==> src/rtl/bps_pkg.sv <==
package bps_pkg;
  typedef enum logic {
    POL_POS = 1'b0,
    POL_NEG = 1'b1
  } pol_e;

  localparam int unsigned N_GATE = 2;
endpackage

==> src/rtl/bps_sync.sv <==
module bps_sync #(
  parameter int unsigned STAGES = 2
) (
  input  logic clk_i,
  input  logic rst_ni,
  input  logic d_i,
  output logic q_o
);
  logic [STAGES-1:0] sr_q;

  always_ff @(posedge clk_i or negedge rst_ni) begin
    if (!rst_ni) sr_q <= '0;
    else         sr_q <= {sr_q[STAGES-2:0], d_i};
  end

  assign q_o = sr_q[STAGES-1];
endmodule

==> src/rtl/bps_dead_ctrl.sv <==
module bps_dead_ctrl
  import bps_pkg::*;
#(
  parameter int unsigned DEAD_CYC = 5_000_000
) (
  input  logic clk_i,
  input  logic rst_ni,
  input  pol_e cmd_i,
  input  logic timed_i,
  output pol_e act_o,
  output logic busy_o
);
  localparam int unsigned CNT_W = $clog2(DEAD_CYC + 1);
  localparam logic [CNT_W-1:0] CNT_LOAD = CNT_W'(DEAD_CYC);
  localparam logic [CNT_W-1:0] CNT_ONE  = CNT_W'(1);

  pol_e             act_q, cmd_q;
  logic [CNT_W-1:0] cnt_q;

  always_ff @(posedge clk_i or negedge rst_ni) begin
    if (!rst_ni) begin
      act_q <= POL_POS;
      cmd_q <= POL_POS;
      cnt_q <= '0;
    end else begin
      cmd_q <= cmd_i;
      if (!timed_i) begin
        act_q <= cmd_i;
        cnt_q <= '0;
      end else if (cnt_q != '0) begin
        if (cmd_i != cmd_q) begin
          cnt_q <= CNT_LOAD;          // restart on a fresh change
        end else begin
          cnt_q <= cnt_q - CNT_ONE;
          if (cnt_q == CNT_ONE) act_q <= cmd_i;
        end
      end else if (cmd_i != act_q) begin
        cnt_q <= CNT_LOAD;
      end
    end
  end

  assign act_o  = act_q;
  assign busy_o = (cnt_q != '0);
endmodule

==> src/rtl/bps_gate_route.sv <==
module bps_gate_route
  import bps_pkg::*;
#(
  parameter int unsigned NG = N_GATE
) (
  input  logic [NG-1:0] gate_i,
  input  pol_e          act_i,
  input  logic          blank_i,
  output logic [NG-1:0] pos_o,
  output logic [NG-1:0] neg_o
);
  logic en_pos, en_neg;

  assign en_pos = !blank_i && (act_i == POL_POS);
  assign en_neg = !blank_i && (act_i == POL_NEG);

  for (genvar g = 0; g < NG; g++) begin : g_lane
    assign pos_o[g] = gate_i[g] & en_pos;
    assign neg_o[g] = gate_i[g] & en_neg;
  end
endmodule

==> src/rtl/bridge_polarity_steer.sv <==
module bridge_polarity_steer
  import bps_pkg::*;
#(
  parameter int unsigned DEAD_CYC    = 5_000_000,
  parameter int unsigned SYNC_STAGES = 2
) (
  input  logic       clk_i,
  input  logic       rst_ni,
  input  logic       polarity_i,
  input  logic       timed_mode_i,
  input  logic       gate_a_i,
  input  logic       gate_b_i,
  output logic [1:0] pos_gate_o,
  output logic [1:0] neg_gate_o,
  output logic       busy_o
);
  logic cmd_sync;
  pol_e act_pol;
  logic busy;

  bps_sync #(.STAGES(SYNC_STAGES)) u_sync (
    .clk_i (clk_i),
    .rst_ni(rst_ni),
    .d_i   (polarity_i),
    .q_o   (cmd_sync)
  );

  bps_dead_ctrl #(.DEAD_CYC(DEAD_CYC)) u_ctrl (
    .clk_i  (clk_i),
    .rst_ni (rst_ni),
    .cmd_i  (pol_e'(cmd_sync)),
    .timed_i(timed_mode_i),
    .act_o  (act_pol),
    .busy_o (busy)
  );

  bps_gate_route #(.NG(N_GATE)) u_route (
    .gate_i ({gate_b_i, gate_a_i}),
    .act_i  (act_pol),
    .blank_i(busy),
    .pos_o  (pos_gate_o),
    .neg_o  (neg_gate_o)
  );

  assign busy_o = busy;
endmodule

==> config.mk <==
export PLATFORM = sky130hd
export DESIGN_NAME = bridge_polarity_steer
export DESIGN_NICKNAME = d
export VERILOG_FILES = /design/src/rtl/bps_pkg.sv /design/src/rtl/bps_sync.sv /design/src/rtl/bps_dead_ctrl.sv /design/src/rtl/bps_gate_route.sv /design/src/rtl/bridge_polarity_steer.sv
export SDC_FILE = /design/constraint.sdc
export NUM_CORES = 1
export LEC_CHECK = 0
export CAP_MARGIN = 10
export CELL_PAD_IN_SITES_DETAIL_PLACEMENT = 1
export CELL_PAD_IN_SITES_GLOBAL_PLACEMENT = 2
export CORE_MARGIN = 1.5
export CORE_UTILIZATION = 38
export CTS_BUF_LIST = sky130_fd_sc_hd__clkbuf_8
export CTS_CLUSTER_SIZE = 40
export DETAILED_ROUTE_END_ITERATION = 7
export GPL_ROUTABILITY_DRIVEN = 0
export PLACE_DENSITY = 0.81
export SETUP_SLACK_MARGIN = 0.5
export SYNTH_ARGS = -nofsm -noshare
export SYNTH_HDL_FRONTEND = slang
export SYNTH_SLANG_ARGS = --single-unit
==> constraint.sdc <==
create_clock -name clk_i -period 2.5 [get_ports clk_i]
set_input_delay 0.5 -clock clk_i [delete_from_list [all_inputs] [get_ports clk_i]]
set_output_delay 0.5 -clock clk_i [all_outputs]
set_load 0.01 [all_outputs]
# [Yosys cells after proc, flatten, opt, wreduce, memory -nomap -nowiden]
# Cells that the tools add are included.
[classes] n_addsub=1 mul=0 n_div=0 n_lt_le_gt_ge=0 eq_ne=7 shift=0 n_mux=8 n_bitwise=5 reduce_logical=5
[op_table] cell="23-bit two-way mux" count=4
[op_table] cell="23-bit by 1-bit equality test with 1-bit output (second input constant)" count=1
[op_table] cell="23-bit nonzero test" count=1
[op_table] cell="23-bit by 1-bit subtractor with 23-bit output (second input constant)" count=1
[op_table] cell="1-bit AND" count=4
[op_table] cell="1-bit two-way mux" count=4
[op_table] cell="2-bit by 1-bit != test with 1-bit output (second input constant)" count=2
[op_table] cell="3-bit by 1-bit != test with 1-bit output (second input constant)" count=1
[op_table] cell="3-bit AND reduction" count=1
[op_table] cell="1-bit logical AND" count=2
[op_table] cell="1-bit != test" count=2
[op_table] cell="2-bit != test (second input constant)" count=1
[op_table] cell="1-bit zero test" count=1
[op_table] cell="1-bit inverter" count=1
[totals] register_bits=27 latch_bits=0 mem_bits_rw=0 rom_bits=0 inputBits=6 output_inout_bits=5 word_cells=30 memories=0

# [Longest topological paths before layout]
[depth] word_depth=5 depth_mapped=9 depth_no_buf=7

# [Modules after synthesis]
# From an unflattened synthesis, not the netlist that was laid out.
[hier_totals] cells_unflattened=155 area_unflattened_um2=1495.2
[modules_own_cells] module="bps_dead_ctrl" n_inst=1 cells_each=149 area_each_um2=1412.6 seq_area_each_um2=625.6
[modules_own_cells] module="bps_sync" n_inst=1 cells_each=2 area_each_um2=50.0 seq_area_each_um2=50.0
[modules_own_cells] module="bps_gate_route" n_inst=1 cells_each=4 area_each_um2=32.5 seq_area_each_um2=0.0

# [Worst setup path before layout]
# No wires, ideal clock.
[synth_timing] kind="register to output" from="reg u_ctrl.cnt_q[11]" to="out pos_gate_o[0]" arrival_ns=1.617 required_time_ns=2.000 slack_ns=0.383 stages_incl_launch_ff=6 path_buffers=0 path_cell_list="dfrtp_1 -> nor4_4 -> nand3_1 -> nor4_2 -> nand2_1 -> nor2_1"
[synth_via] elab_chain_cells=4
[synth_rtl] element="from (decl)" line="bps_dead_ctrl.sv:18" rtl="logic [CNT_W-1:0] cnt_q;"
[synth_rtl] element="from (signal assigned)" line="bps_dead_ctrl.sv:34" rtl="cnt_q <= cnt_q - CNT_ONE;"
[synth_rtl] element="23-bit nonzero test" line="bps_dead_ctrl.sv:44" rtl="assign busy_o = (cnt_q != '0);"
[synth_rtl] element="1-bit zero test" line="bps_gate_route.sv:14" rtl="assign en_pos = !blank_i && (act_i == POL_POS);"
[synth_rtl] element="1-bit logical AND" line="bps_gate_route.sv:14"
[synth_rtl] element="1-bit AND" line="bps_gate_route.sv:18" rtl="assign pos_o[g] = gate_i[g] & en_pos;"
[synth_rtl] element="to (decl)" line="bridge_polarity_steer.sv:13" rtl="output logic [1:0] pos_gate_o,"
# No other way between the ends.

# [Worst setup path after layout]
[layout_timing] from="reg u_ctrl.cnt_q[19]" to="out neg_gate_o[0]"
[layout_via] elab_chain_cells=4
[layout_rtl] element="23-bit nonzero test" line="bps_dead_ctrl.sv:44"
[layout_rtl] element="1-bit zero test" line="bps_gate_route.sv:15" rtl="assign en_neg = !blank_i && (act_i == POL_NEG);"
[layout_rtl] element="1-bit logical AND" line="bps_gate_route.sv:15"
[layout_rtl] element="1-bit AND" line="bps_gate_route.sv:19" rtl="assign neg_o[g] = gate_i[g] & en_neg;"
[layout_rtl] element="to (decl)" line="bridge_polarity_steer.sv:14" rtl="output logic [1:0] neg_gate_o,"
# No other way between the ends.

==> flow_summary.toml <==
[run_status]
run_status = "complete, no violations"

[routing]
number_of_optimization_iterations_in_the_first_detailed_route_pass = 4
wl_per_cell_um = 16.3
route.final.wire_length_um = 3870
drt.antenna.violating_nets = 0
vias_per_cell = 5.28
drt_iter0_drc = 49
num_vias = 1252
number_of_remaining_drc_errors = 0

[grt]
gr-usage-all-layers = 0.199
grt_max_degree = 28
first_global_vias = 1328
grt_antenna_before_repair = 0
remaining_global_route_overflow = 0
wire_length_of_the_first_global_routing_pass_um = 6340

[die]
floorplan.die_area_um2 = 4200
placementRows = 22
placeableCoreArea_um2 = 3660
start_util = 0.397
die_width_um = 64.8
die_height_um = 64.8
num_io_pins = 11

[yosys]
syn-mean-instance-area_um2 = 9.49
synth_enable_flop_cells = 0
proportion_of_netlist_area_held_by_the_largest_area_contributor = 0.465
ys_top_cells_by_area = "sky130_fd_sc_hd__dfrtp_1 (47%), sky130_fd_sc_hd__xnor2_1 (7.2%), sky130_fd_sc_hd__nor2_1 (5.9%)"
synth_area_leader_cell = "sky130_fd_sc_hd__dfrtp_1"
dominantRegCellSynth = "sky130_fd_sc_hd__dfrtp_1"
postSynthNetCount = 161
synth_cell_types = 39
yosysWarnings = 0
ys_async_sr_fraction = 1.00
post_syn_area_um2 = 1450
seq_area_frac_synth = 0.465
syn-instance-count = 153
synth.ff_latch_count = 27

[timing]
final.period_utilization = 0.971
fmax_mhz = 412
postLayoutSetupSlackWorst_ns = 0.0713
slew_violations = 0
grt_setup_unrepaired = "yes"
worst_slew_margin_rel = 0.644
worst_margin_pin_slew_ns = 0.521
finalSetupTns_ns = 0
timing.final.setup_violations = 0
timing.clock.skew_ns = 0.00269
finalHoldViolCount = 0
timing.final.crit_period_ns = 2.43

[layout]
finalCoreUtilization = 0.550
layout_commonest_cell = "sky130_fd_sc_hd__dfrtp_1"
area_growth_syn_to_layout_pct = 38.5
layout.cells.most_common_list = "sky130_fd_sc_hd__dfrtp_1 (25), sky130_fd_sc_hd__nor2_1 (21), sky130_fd_sc_hd__buf_4 (18), sky130_fd_sc_hd__nand2_1 (12), sky130_fd_sc_hd__xnor2_1 (12)"
finalNetCount = 198
fraction_of_final_layout_cells_sized_beyond_drive_strength_1 = 0.349
num_antenna_cells = 0

[pwr]
p_leak_nw = 0.847
overall_power_consumption_mw = 1.29
power.density_cell_area_nw_per_um2 = 641
power.ir.vdd_worst_mv = 0.247

[placement]
dp.final_hpwl_um = 2630
pre_cts_ws_ns = -0.0449
io_buffer_count = 10

[clock_network]
cts-root-buf = "sky130_fd_sc_hd__clkbuf_8"
max-clock-path-buffers = 2
tritoncts.num_buffers = 3
clkSinkCount = 27
tritoncts = "done"
htreeDepth = 1
hold_buffers = 0
clock_insertion_delay_worst_skew_ns = 0.27
clk_pin_slew_ns = 0.09

[setup_path]
worstRegToRegCells = 8
crit_path_max_fanout = 4
timing.critical_path.to_type = "output pin"
timing_worst_setup_path_type = "flop to output pin"
startpoint_type = "flop"
req_time_crit_path_ns = 2.00
critPathArrivalTime_ns = 1.93

[job]
maxCapViolations = 0

[worst_hold_path]
hold_path.class = "flop to flop"
min_path_cells = 0
cells in the mapped netlist, drive strengths merged (3+ instances only):
cell and number:
a21oi 15, dfrtp 27, inv 3, nand2 16, nand3 5, nand4 3
nor2 23, nor3 6, nor4 5, o21ai 4, xnor2 12, xor2 6
state kept, by name, summed over array words and instances, names as in the netlist:
register	cells
u_ctrl.cnt_q	23
u_ctrl.act_o	1
u_sync.sr_q	2
u_ctrl.cmd_q	1
report_power, final:
part / internal (mW) / switching [mW]
registers: 0.480 / 0.0706
logic: 0.244 / 0.249
clock network: 0.110 / 0.136
total: 0.835 / 0.455
critical path: stages (launching register included):
cell                      delay, ns
sky130_fd_sc_hd__dfrtp_1       0.42
sky130_fd_sc_hd__nor4_4        0.35
sky130_fd_sc_hd__nand2_2       0.13
sky130_fd_sc_hd__nor4_4        0.24
sky130_fd_sc_hd__buf_4         0.17
sky130_fd_sc_hd__buf_6         0.08
sky130_fd_sc_hd__and3_4        0.17
sky130_fd_sc_hd__buf_6         0.09
per-stage QoR:
step,instance area (µm²),instances,hold slack [ns]
finish,2010,237,0.361
global route,2010,237,0.378
floorplan,1480,153,0.204
global placement,1740,223,0.333
detailed placement,1740,223,0.342
CTS,1850,232,0.365
final timing paths:
path / to / slack [ns] / startpoint
max in group asynchronous: u_ctrl.cnt_q[18] / 1.61 / rst_ni
hold reg to reg: u_sync.sr_q[1] / 0.36 / u_sync.sr_q[0]
hold / removal: u_sync.sr_q[1] / 0.36 / u_sync.sr_q[0]
setup / recovery: neg_gate_o[0] / 0.07 / u_ctrl.cnt_q[19]
min in group asynchronous: u_ctrl.act_o / 0.60 / rst_ni
setup reg to reg: u_ctrl.cnt_q[21] / 0.44 / u_ctrl.cnt_q[11]
metal layers:
metal / up-vias / wire length [µm] / part of all wire / GRT usage
met5: - / 0 / 0 / 0
met4: 0 / 48 / 0.012 / 0.0638
met3: 4 / 87 / 0.022 / 0.0278
met2: 16 / 1980 / 0.51 / 0.354
met1: 623 / 1750 / 0.45 / 0.248
li1: 609 / - / - / -
kinds of logic after synthesis:
logic type,share of synthesized area
adders and majority gates,0.0172
xor gates and xnor gates,0.109
and+or+nand+nor,0.287
muxes,0.00689
buffers and inverters,0.0198
AOI/OAI and AO/OA,0.0956
DFF,0.465
area by class of cell:
type                    instances  area (µm²)
inverters                       3        11.3
clock buffers                   3        41.3
flip-flops and latches         27         678
repair buffers                 36         319
clock inverters                 1        3.75
multi-input cells             119         898
well taps                      48        60.1
fillers                       420        1650
timing repair:
item | in CTS | in global routing
resized for setup | 30 | 33
pin swaps | 6 | 8
buffers inserted | 5 | 5
endpoints found under the setup margin | 28 | 29
Power figures use the tool's default switching activity.
